File: src/rtl/cal_ret_pkg.sv
package cal_ret_pkg;

    // Geometry of the retention store
    parameter int NUM_CHAINS  = 3;
    parameter int NUM_ENTRIES = 6;
    parameter int WORD_W      = 28;
    parameter int BUS_W       = 32;
    parameter int BUS_AW      = 4;

    localparam int ENTRY_AW  = 3;
    localparam int CHAIN_W   = (NUM_CHAINS > 1) ? $clog2(NUM_CHAINS) : 1;
    localparam int NUM_SLOTS = NUM_CHAINS * NUM_ENTRIES;
    localparam int SLOT_W    = $clog2(NUM_SLOTS + 1);

    // Command word bit positions
    localparam int CMD_ACC_BIT  = 0;
    localparam int CMD_WR_BIT   = 1;
    localparam int CMD_ENT_LSB  = 2;

    // Control register image: bit0 enable, mask above it, force on top
    typedef struct packed {
        logic                   force_rst;
        logic [NUM_ENTRIES-1:0] mask;
        logic                   enable;
    } ctrl_t;

    localparam int FORCE_BIT = $bits(ctrl_t) - 1;

    typedef struct packed {
        logic [ENTRY_AW-1:0] entry;
        logic                wr;
    } cmd_t;

    typedef struct packed {
        logic                valid;
        logic [CHAIN_W-1:0]  chain;
        logic [ENTRY_AW-1:0] idx;
        logic [WORD_W-1:0]   data;
    } beat_t;

    typedef struct packed {
        logic              found;
        logic [SLOT_W-1:0] slot;
    } hit_t;

    typedef logic [NUM_ENTRIES-1:0][WORD_W-1:0] bank_words_t;
    typedef logic [NUM_CHAINS-1:0][NUM_ENTRIES-1:0][WORD_W-1:0] all_words_t;

    localparam logic [BUS_AW-1:0] REG_CTRL = '0;

    function automatic logic [BUS_AW-1:0] cmd_addr(int c);
        return BUS_AW'(1 + 2 * c);
    endfunction

    function automatic logic [BUS_AW-1:0] data_addr(int c);
        return BUS_AW'(2 + 2 * c);
    endfunction

    // Lowest selected slot at or above 'from'
    function automatic hit_t find_next(logic [NUM_SLOTS-1:0] slots,
                                       logic [SLOT_W-1:0] from);
        hit_t h;
        h = '0;
        for (int s = NUM_SLOTS - 1; s >= 0; s--) begin
            if (slots[s] && (SLOT_W'(s) >= from)) begin
                h.found = 1'b1;
                h.slot  = SLOT_W'(s);
            end
        end
        return h;
    endfunction

endpackage

File: src/rtl/cal_ret_bank.sv
module cal_ret_bank
    import cal_ret_pkg::*;
#(
    parameter int ACCESS_LAT = 2
) (
    input  logic              clk,
    input  logic              rst,
    input  logic              cmd_we,
    input  logic              data_we,
    input  logic [WORD_W-1:0] wdata,
    output logic [BUS_W-1:0]  cmd_rb,
    output logic [WORD_W-1:0] data_rb,
    output bank_words_t       words
);

    localparam int CNT_W = $clog2(ACCESS_LAT + 1);

    logic              busy;
    logic [CNT_W-1:0]  cnt;
    cmd_t              cmd_q;
    logic [WORD_W-1:0] data_q;
    bank_words_t       mem;
    logic [WORD_W-1:0] sel_word;
    logic              in_range;

    assign in_range = (int'(cmd_q.entry) < NUM_ENTRIES);

    always_comb begin
        sel_word = '0;
        for (int e = 0; e < NUM_ENTRIES; e++) begin
            if (cmd_q.entry == ENTRY_AW'(e)) sel_word = mem[e];
        end
    end

    always_ff @(posedge clk) begin
        if (rst) begin
            busy   <= 1'b0;
            cnt    <= '0;
            cmd_q  <= '0;
            data_q <= '0;
            mem    <= '0;
        end else begin
            if (data_we) data_q <= wdata;
            if (!busy) begin
                if (cmd_we) begin
                    cmd_q.wr    <= wdata[CMD_WR_BIT];
                    cmd_q.entry <= wdata[CMD_ENT_LSB +: ENTRY_AW];
                    if (wdata[CMD_ACC_BIT]) begin
                        busy <= 1'b1;
                        cnt  <= CNT_W'(ACCESS_LAT - 1);
                    end
                end
            end else if (cnt != '0) begin
                cnt <= cnt - 1'b1;
            end else begin
                busy <= 1'b0;
                if (cmd_q.wr) begin
                    for (int e = 0; e < NUM_ENTRIES; e++) begin
                        if (cmd_q.entry == ENTRY_AW'(e)) mem[e] <= data_q;
                    end
                end else begin
                    data_q <= in_range ? sel_word : '0;
                end
            end
        end
    end

    assign cmd_rb  = {{(BUS_W - ENTRY_AW - 2){1'b0}}, cmd_q, busy};
    assign data_rb = data_q;
    assign words   = mem;


    generate
        if (ACCESS_LAT >= 2) begin : g_hold
            access_hold_chk: assert property (@(posedge clk) disable iff (rst)
                $rose(busy) |=> busy);
        end
    endgenerate


    cmd_frozen_chk: assert property (@(posedge clk) disable iff (rst)
        busy |=> $stable(cmd_q));


    oob_read_zero_chk: assert property (@(posedge clk) disable iff (rst)
        ($fell(busy) && !cmd_q.wr && !in_range) |-> (data_q == '0));


    oob_write_keep_chk: assert property (@(posedge clk) disable iff (rst)
        ($fell(busy) && cmd_q.wr && !in_range) |-> $stable(mem));

endmodule

File: src/rtl/cal_ret_restore.sv
module cal_ret_restore
    import cal_ret_pkg::*;
(
    input  logic                   clk,
    input  logic                   rst,
    input  logic                   start,
    input  logic                   enable,
    input  logic [NUM_ENTRIES-1:0] mask,
    input  all_words_t             words,
    output logic                   busy,
    output beat_t                  beat
);

    logic                busy_q;
    logic [SLOT_W-1:0]   pos;
    logic [NUM_SLOTS-1:0] slots;
    hit_t                nxt;
    logic [CHAIN_W-1:0]  hit_chain;
    logic [ENTRY_AW-1:0] hit_idx;

    assign slots     = {NUM_CHAINS{mask}};
    assign nxt       = find_next(slots, pos);
    assign hit_chain = CHAIN_W'(int'(nxt.slot) / NUM_ENTRIES);
    assign hit_idx   = ENTRY_AW'(int'(nxt.slot) % NUM_ENTRIES);

    always_ff @(posedge clk) begin
        if (rst) begin
            busy_q <= 1'b0;
            pos    <= '0;
            beat   <= '0;
        end else begin
            beat.valid <= 1'b0;
            if (!busy_q) begin
                if (start) begin
                    busy_q <= 1'b1;
                    pos    <= '0;
                end
            end else if (!enable || !nxt.found) begin
                busy_q <= 1'b0;
            end else begin
                beat.valid <= 1'b1;
                beat.chain <= hit_chain;
                beat.idx   <= hit_idx;
                beat.data  <= words[hit_chain][hit_idx];
                pos        <= SLOT_W'(nxt.slot + 1'b1);
            end
        end
    end

    assign busy = busy_q;


    beat_in_run_chk: assert property (@(posedge clk) disable iff (rst)
        beat.valid |-> busy_q);


    beat_masked_chk: assert property (@(posedge clk) disable iff (rst)
        beat.valid |-> mask[beat.idx]);


    beat_order_chk: assert property (@(posedge clk) disable iff (rst)
        (beat.valid && $past(beat.valid)) |->
            ({beat.chain, beat.idx} > $past({beat.chain, beat.idx})));


    disabled_stop_chk: assert property (@(posedge clk) disable iff (rst)
        (busy_q && !enable) |=> (!busy_q && !beat.valid));

endmodule

File: src/rtl/cal_ret_table.sv
module cal_ret_table
    import cal_ret_pkg::*;
#(
    parameter int ACCESS_LAT = 2
) (
    input  logic              clk,
    input  logic              rst,
    input  logic [BUS_AW-1:0] bus_addr,
    input  logic              bus_we,
    input  logic [BUS_W-1:0]  bus_wdata,
    output logic [BUS_W-1:0]  bus_rdata,
    output logic              replay_valid,
    output logic [CHAIN_W-1:0]  replay_chain,
    output logic [ENTRY_AW-1:0] replay_entry,
    output logic [WORD_W-1:0]   replay_word
);

    logic                   en_q;
    logic [NUM_ENTRIES-1:0] mask_q;
    logic                   rs_busy;
    logic                   ctrl_wr;
    logic                   rs_start;
    beat_t                  beat;
    ctrl_t                  ctrl_rb;
    all_words_t             all_words;
    logic [BUS_W-1:0]       cmd_rb  [NUM_CHAINS];
    logic [WORD_W-1:0]      data_rb [NUM_CHAINS];
    logic [BUS_W-1:0]       rd_sel;
    logic                   unused_hi;

    assign unused_hi = ^bus_wdata[BUS_W-1:WORD_W];

    // Control register: locked while a restore runs
    assign ctrl_wr  = bus_we && (bus_addr == REG_CTRL) && !rs_busy;
    assign rs_start = ctrl_wr && bus_wdata[FORCE_BIT];

    always_ff @(posedge clk) begin
        if (rst) begin
            en_q   <= 1'b0;
            mask_q <= '0;
        end else if (ctrl_wr) begin
            en_q   <= bus_wdata[0];
            mask_q <= bus_wdata[1 +: NUM_ENTRIES];
        end
    end

    generate
        for (genvar c = 0; c < NUM_CHAINS; c++) begin : g_chain
            cal_ret_bank #(.ACCESS_LAT(ACCESS_LAT)) u_bank (
                .clk     (clk),
                .rst     (rst),
                .cmd_we  (bus_we && (bus_addr == cmd_addr(c))),
                .data_we (bus_we && (bus_addr == data_addr(c))),
                .wdata   (bus_wdata[WORD_W-1:0]),
                .cmd_rb  (cmd_rb[c]),
                .data_rb (data_rb[c]),
                .words   (all_words[c])
            );
        end
    endgenerate

    cal_ret_restore u_restore (
        .clk    (clk),
        .rst    (rst),
        .start  (rs_start),
        .enable (en_q),
        .mask   (mask_q),
        .words  (all_words),
        .busy   (rs_busy),
        .beat   (beat)
    );

    always_comb begin
        ctrl_rb.force_rst = rs_busy;
        ctrl_rb.mask      = mask_q;
        ctrl_rb.enable    = en_q;
        rd_sel = '0;
        if (bus_addr == REG_CTRL) rd_sel = {{(BUS_W - $bits(ctrl_t)){1'b0}}, ctrl_rb};
        for (int c = 0; c < NUM_CHAINS; c++) begin
            if (bus_addr == cmd_addr(c))  rd_sel = cmd_rb[c];
            if (bus_addr == data_addr(c)) rd_sel = {{(BUS_W - WORD_W){1'b0}}, data_rb[c]};
        end
    end

    always_ff @(posedge clk) begin
        if (rst) bus_rdata <= '0;
        else     bus_rdata <= rd_sel;
    end

    assign replay_valid = beat.valid;
    assign replay_chain = beat.chain;
    assign replay_entry = beat.idx;
    assign replay_word  = beat.data;


    ctrl_locked_chk: assert property (@(posedge clk) disable iff (rst)
        rs_busy |=> ($stable(en_q) && $stable(mask_q)));


    empty_mask_chk: assert property (@(posedge clk) disable iff (rst)
        (rs_busy && !replay_valid && mask_q == '0) |=> !rs_busy);

endmodule

File: config.mk
export PLATFORM = sky130hd
export DESIGN_NAME = cal_ret_table
export DESIGN_NICKNAME = d
export VERILOG_FILES = /design/src/rtl/cal_ret_pkg.sv /design/src/rtl/cal_ret_bank.sv /design/src/rtl/cal_ret_restore.sv /design/src/rtl/cal_ret_table.sv
export SDC_FILE = /design/constraint.sdc
export NUM_CORES = 2
export LEC_CHECK = 0
export BUFFER_PORTS_ARGS = -buffer_cell sky130_fd_sc_hd__buf_2
export CAP_MARGIN = 30
export CORE_MARGIN = 3
export CORE_UTILIZATION = 28
export CTS_BUF_LIST = sky130_fd_sc_hd__clkbuf_4
export DETAILED_ROUTE_END_ITERATION = 12
export SLEW_MARGIN = 40
export SYNTH_ARGS = -nofsm -noshare
export SYNTH_HDL_FRONTEND = slang
export SYNTH_SLANG_ARGS = --single-unit
File: constraint.sdc
create_clock -name clk -period 3.5 [get_ports clk]
set_clock_uncertainty 0.1 [all_clocks]
set_input_delay 0.35 -clock clk [delete_from_list [all_inputs] [get_ports clk]]
set_output_delay 0.35 -clock clk [all_outputs]
set_load 0.01 [all_outputs]
After elaboration in Yosys (flattened, before gate mapping) --
Cells that the tools add are included.
Operators by class: eq/ne operators 25, order comparisons 23, divide/modulo/power cells 2, multiply operators 0, bitwise gates (word level) 8, reductions and logical operators 73, multiplexer cells 89, shift-type cells 0, add/sub/neg operators 4
Operator list (number):
- $mux W28 | 40
- $bmux W168 S2 | 1
- $mux W168 | 1
- $mux W6 | 18
- $bmux W28 S3 | 1
- $reduce_and A4 Y1 | 18
- $ge A4 B5 Y1 const A | 8
- $mux W34 | 1
- $div A6 B4 Y32 const B | 1
- $mod A6 B4 Y32 const B | 1
- $logic_and A1 B1 Y1 | 27
- $ge A3 B5 Y1 const A | 4
- $mux W2 | 10
- $reduce_bool A2 Y1 | 10
- $eq A3 B2 Y1 const B | 6
- $eq A3 B3 Y1 const B | 6
- $mux W5 | 3
- $mux W1 | 13
- $eq A4 B3 Y1 const B | 3
- $ge A1 B5 Y1 const A | 2
- $ge A2 B5 Y1 const A | 2
- $ge A5 B5 Y1 const A | 2
- $reduce_and A2 Y1 | 5
- $eq A3 B1 Y1 const B | 3
- 17 further kinds | 38
Word-level totals: output and inout port bits 66, register bits 688, RAM bits 0, memories 0, input bits 39, memory bits (read-only) 0, bits in latches 0

Logic depth before layout (Yosys ltp) --
depth in word-level cells 26, gate-level depth with buffers 19, mapped depth without buffers 13

Cells and area by module --
From an unflattened synthesis, not the netlist that was laid out.
Unflattened totals: cell total of the unflattened synthesis 4874, area total of the unflattened synthesis 36677.7 µm²
Modules (own cells, without submodules):
- cal_ret_bank | seq. area each 4063.9 µm², instances 3, area an instance 9107.5 µm², cells an instance 1130
- cal_ret_restore | seq. area each 800.8 µm², instances 1, area an instance 6686.4 µm², cells an instance 1179
- cal_ret_table | seq. area each 780.7 µm², instances 1, area an instance 2668.8 µm², cells an instance 305

Least setup slack after synthesis --
No wires, ideal clock.
kind reg2reg, from reg u_restore.pos[4], to reg u_restore.beat[10] (netlist name), data arrival time 3.432 ns, slack -0.152 ns, stages on the path, launching flop included 18, buffers on the path 5, library setup time 0.120 ns, required time 3.280 ns, cell sequence dfxtp_1 > buf_2 > nor3_2 > nand3_1 > a21o_1 > a2bb2oi_1 > o21ai_1 > nand2_2 > buf_2 > buf_1 > ha_1 > nor2_2 > o21ai_1 > buf_2 > buf_2 > a221oi_1 > o311a_1 > a211o_1
Between the ends: longest elaborated chain between the ends 25
RTL lines:
- start: declaration | line cal_ret_restore.sv:15 | logic [SLOT_W-1:0] pos;
- start signal: assignment | line cal_ret_restore.sv:45 | pos <= SLOT_W'(nxt.slot + 1'b1);
- $ge A5 B5 Y1 | line cal_ret_pkg.sv:65 | if (slots[s] && (SLOT_W'(s) >= from)) begin
- $logic_and A1 B1 Y1 | line cal_ret_pkg.sv:65
- $mux W6 (17 in a row) | line cal_ret_pkg.sv:65
- $mux W6 (*) | line cal_ret_pkg.sv:65
- $div A6 B4 Y32 | line cal_ret_restore.sv:23 | assign hit_chain = CHAIN_W'(int'(nxt.slot) / NUM_ENTRIES);
- $bmux W168 S2 | line cal_ret_restore.sv:44 | beat.data <= words[hit_chain][hit_idx];
- $mux W168 (not written as such) | line cal_ret_restore.sv:44
- $bmux W28 S3 | line cal_ret_restore.sv:44
- $mux W28 (not written as such) | line cal_ret_restore.sv:44
Every way passes the cells marked *; elsewhere a longest branch is shown, timed or not. The select of a mux whose other input is x is not followed. A chain may end at the register's enable or synchronous reset.

Worst setup path after layout --
from reg u_restore.pos[4], to reg u_restore.beat[13] (netlist name)
Between the ends: longest elaborated chain between the ends 25
RTL lines (line):
- $ge A5 B5 Y1 | cal_ret_pkg.sv:65
- $logic_and A1 B1 Y1 | cal_ret_pkg.sv:65
- $mux W6 (17 in a row) | cal_ret_pkg.sv:65
- $mux W6 (*) | cal_ret_pkg.sv:65
- $div A6 B4 Y32 | cal_ret_restore.sv:23
- $bmux W168 S2 | cal_ret_restore.sv:44
- $mux W168 (not written as such) | cal_ret_restore.sv:44
- $bmux W28 S3 | cal_ret_restore.sv:44
- $mux W28 (not written as such) | cal_ret_restore.sv:44
Marked as above.

==> flow_summary.json <==
{
  "clock_latency_ps": 1070,
  "hold_ws_ps": 124,
  "cts.clk_slew.worst_paths_ps": 70,
  "synth.most_common_cell": "nand2_1",
  "wl_um": 157000,
  "port_buffers": 96,
  "min_path_type": "in -> reg",
  "grt_max_degree": 138,
  "synth_area_um2": 34400,
  "synth_edf_count": 0,
  "synth.distinct_cells": 80,
  "cp.arrival_ps": 4320,
  "synth.top_cells.by_area": "dfxtp_1 (40%), nand2_1 (16%), a21oi_1 (10%)",
  "wire_per_inst_um": 23.6,
  "final_util": 0.334,
  "ir_worst_vdd_uv": 324,
  "antenna_found_initial": 9,
  "nets": 4946,
  "fmax_mhz": 288,
  "drtIter0Drc": 5171,
  "post-route-min-period_ps": 3470,
  "cts_tree": "yes",
  "hold_viol": 0,
  "track_usage": 0.237,
  "cts_buffers": 175,
  "totalPowerFinal_w": 0.0171,
  "clockBufferDepth": 3,
  "yosysTopAreaCellShare": 0.398,
  "cts_htree_levels": 4,
  "power.density_nw_per_um2": 420,
  "drt_pass1_iterations": 6,
  "hpwlAfterDp_um": 101000,
  "ys_seq_area_frac": 0.398,
  "ys.flop_type": "dfxtp_1",
  "area_delta_synth_final_pct": 18.4,
  "die-area_um2": 127000,
  "maxSlewViolCount": 0,
  "syn_inst": 4787,
  "criticalPathCategory": "reg -> reg",
  "start_util": 0.282,
  "worst_pin_slew_ps": 891,
  "power.leakage_nw": 13.8,
  "core_um2": 122000,
  "viasPerCell": 5.60,
  "preCtsSetupSlack_ps": -141,
  "synthArstFlopShare": 0,
  "yosysWarnings": 0,
  "grt_pass1_vias": 34400,
  "ioPinCount": 105,
  "fill_cells": 13100,
  "slew_headroom": 0.406,
  "via_count": 37200,
  "ys_ff_latch": 684,
  "gr-total-overflow": 0,
  "drc_errors": 0,
  "setup_violations": 0,
  "root_buffer": "clkbuf_4",
  "fin_crit_sh": 0.991,
  "drive_gt1_frac": 0.168,
  "ant_nets": 0,
  "outcome": "completed",
  "grt_pass1_wl_um": 227000,
  "maxCapViolations": 0,
  "yosys.area.top_type": "dfxtp_1",
  "crit_fanout": 8,
  "cp-end-kind": "flip-flop",
  "die_x_um": 357,
  "start_kind": "flip-flop",
  "required_ps": 4350,
  "std_cell_rows": 128,
  "synthTopCellsByCount": "nand2_1 (1488), a21oi_1 (717), dfxtp_1 (684)",
  "layout_setup_ws_ps": 33.2,
  "gp_congestion": 0.951,
  "rsz0062_at_grt": "yes",
  "cts_sinks": 684,
  "avgSynthCellArea_um2": 7.20,
  "die_h_um": 357
}
[worst max-delay path, cell delays in order (launching register included)]
cell       delay (ps)
dfxtp_4           380
nand2b_4          150
or4_4             510
buf_6             160
nand3_4            60
a21oi_2            40
ha_2              210
o21a_1            210
a2bb2oi_2         180
buf_4             150
o21ai_4            90
buf_6             180
clkbuf_16         170
a221oi_1           50
buf_4             180
o311a_1           320
a211o_1           220
[final cells by class]
type	instances	area, um^2	area share
tap	1625	2030	0.0499
clock inverter	39	330	0.00810
antenna	5	12.5	0.000307
clock buffer	263	1970	0.0484
inverter	47	179	0.00439
multi-input combinational	3578	19000	0.465
sequential	684	13700	0.337
timing repair buffer	414	3570	0.0876
[placed cells by master (no fill, tap or decap), types with 27 or more instances in the layout]
master         instances
a211o_1               27
a21oi_1              712
a221oi_1              43
a22oi_1               40
a311oi_1              62
buf_12                36
buf_2                 94
buf_4                216
clkbuf_4             263
clkinv_1              28
dfxtp_1              667
dlygate4sd3_1         56
inv_1                 44
mux2_2                75
mux2i_1               66
mux4_2                36
nand2_1             1488
nand3_1              248
nor2_1               318
nor3_1                59
o21ai_0               75
o22ai_1               55
o311a_1               27
[path summary, 6_finish.rpt]
kind,start,endpoint,slack [ps],cells after the start
hold / removal,bus_wdata[11],g_chain[0].u_bank.data_rb[11],120,4
setup reg to reg,u_restore.pos[4],u_restore.beat[13],30,16
hold reg to reg,u_restore.beat[28],u_restore.beat[28],350,2
setup / recovery,u_restore.pos[4],u_restore.beat[13],30,16
[report_power, final]
group	internal [W]	switching, W
logic	0.000589	0.00120
registers	0.00780	0.0000616
clock network	0.00391	0.00355
total	0.0123	0.00481
[metrics by stage]
stage          cells  instance area, um^2  setup TNS [ps]
6_report        6655                40800               0
5_1_grt         6653                40800           -2730
4_1_cts         6638                40400           -24.5
3_5_place_dp    6279                37500           -3120
3_3_place_gp    6278                37500           -2140
2_1_floorplan   4790                34500               0
[flip-flops by register name (all words and copies together), names as in the netlist, 3 cells and up]
signal                  flops
g_chain.u_bank.cnt          6
u_restore.pos               5
mask_q                      6
g_chain.u_bank.busy         3
bus_rdata                  28
g_chain.u_bank.data_rb     84
u_restore.beat             34
g_chain.u_bank.words      504
g_chain.u_bank.cmd_rb      12
[metal layers]
| layer | global-route usage | share of wire |
|---|---|---|
| met2 | 0.351 | 0.42 |
| met1 | 0.312 | 0.39 |
| met4 | 0.145 | 0.063 |
| met3 | 0.0535 | 0.12 |
| met5 | 0 | 0.000083 |
[cells by family (layout without fill, tap and decap cells)]
logic type	Yosys count	count (layout)	share of synthesized area
AND/OR/NAND/NOR	2214	2214	0.261
other	1	9	0.000109
AO/OA/AOI/OAI	1173	1173	0.207
multiplexers	177	177	0.0672
buffers and inverters	528	763	0.0632
flip-flops	684	684	0.398
XOR/XNOR	3	3	0.000981
adder cells (fa/ha/maj)	7	7	0.00254
[timing repair]
| item | CTS | global route |
|---|---|---|
| endpoints found under the hold margin | 340 | 0 |
| setup buffers | 0 | 12 |
| resized for setup | 14 | 51 |
| pin swaps | 1 | 19 |
| hold buffers | 56 | 0 |
| endpoints found under the setup margin | 27 | 30 |
| gates cloned | 1 | 2 |
(Power assumes the default switching activity.)
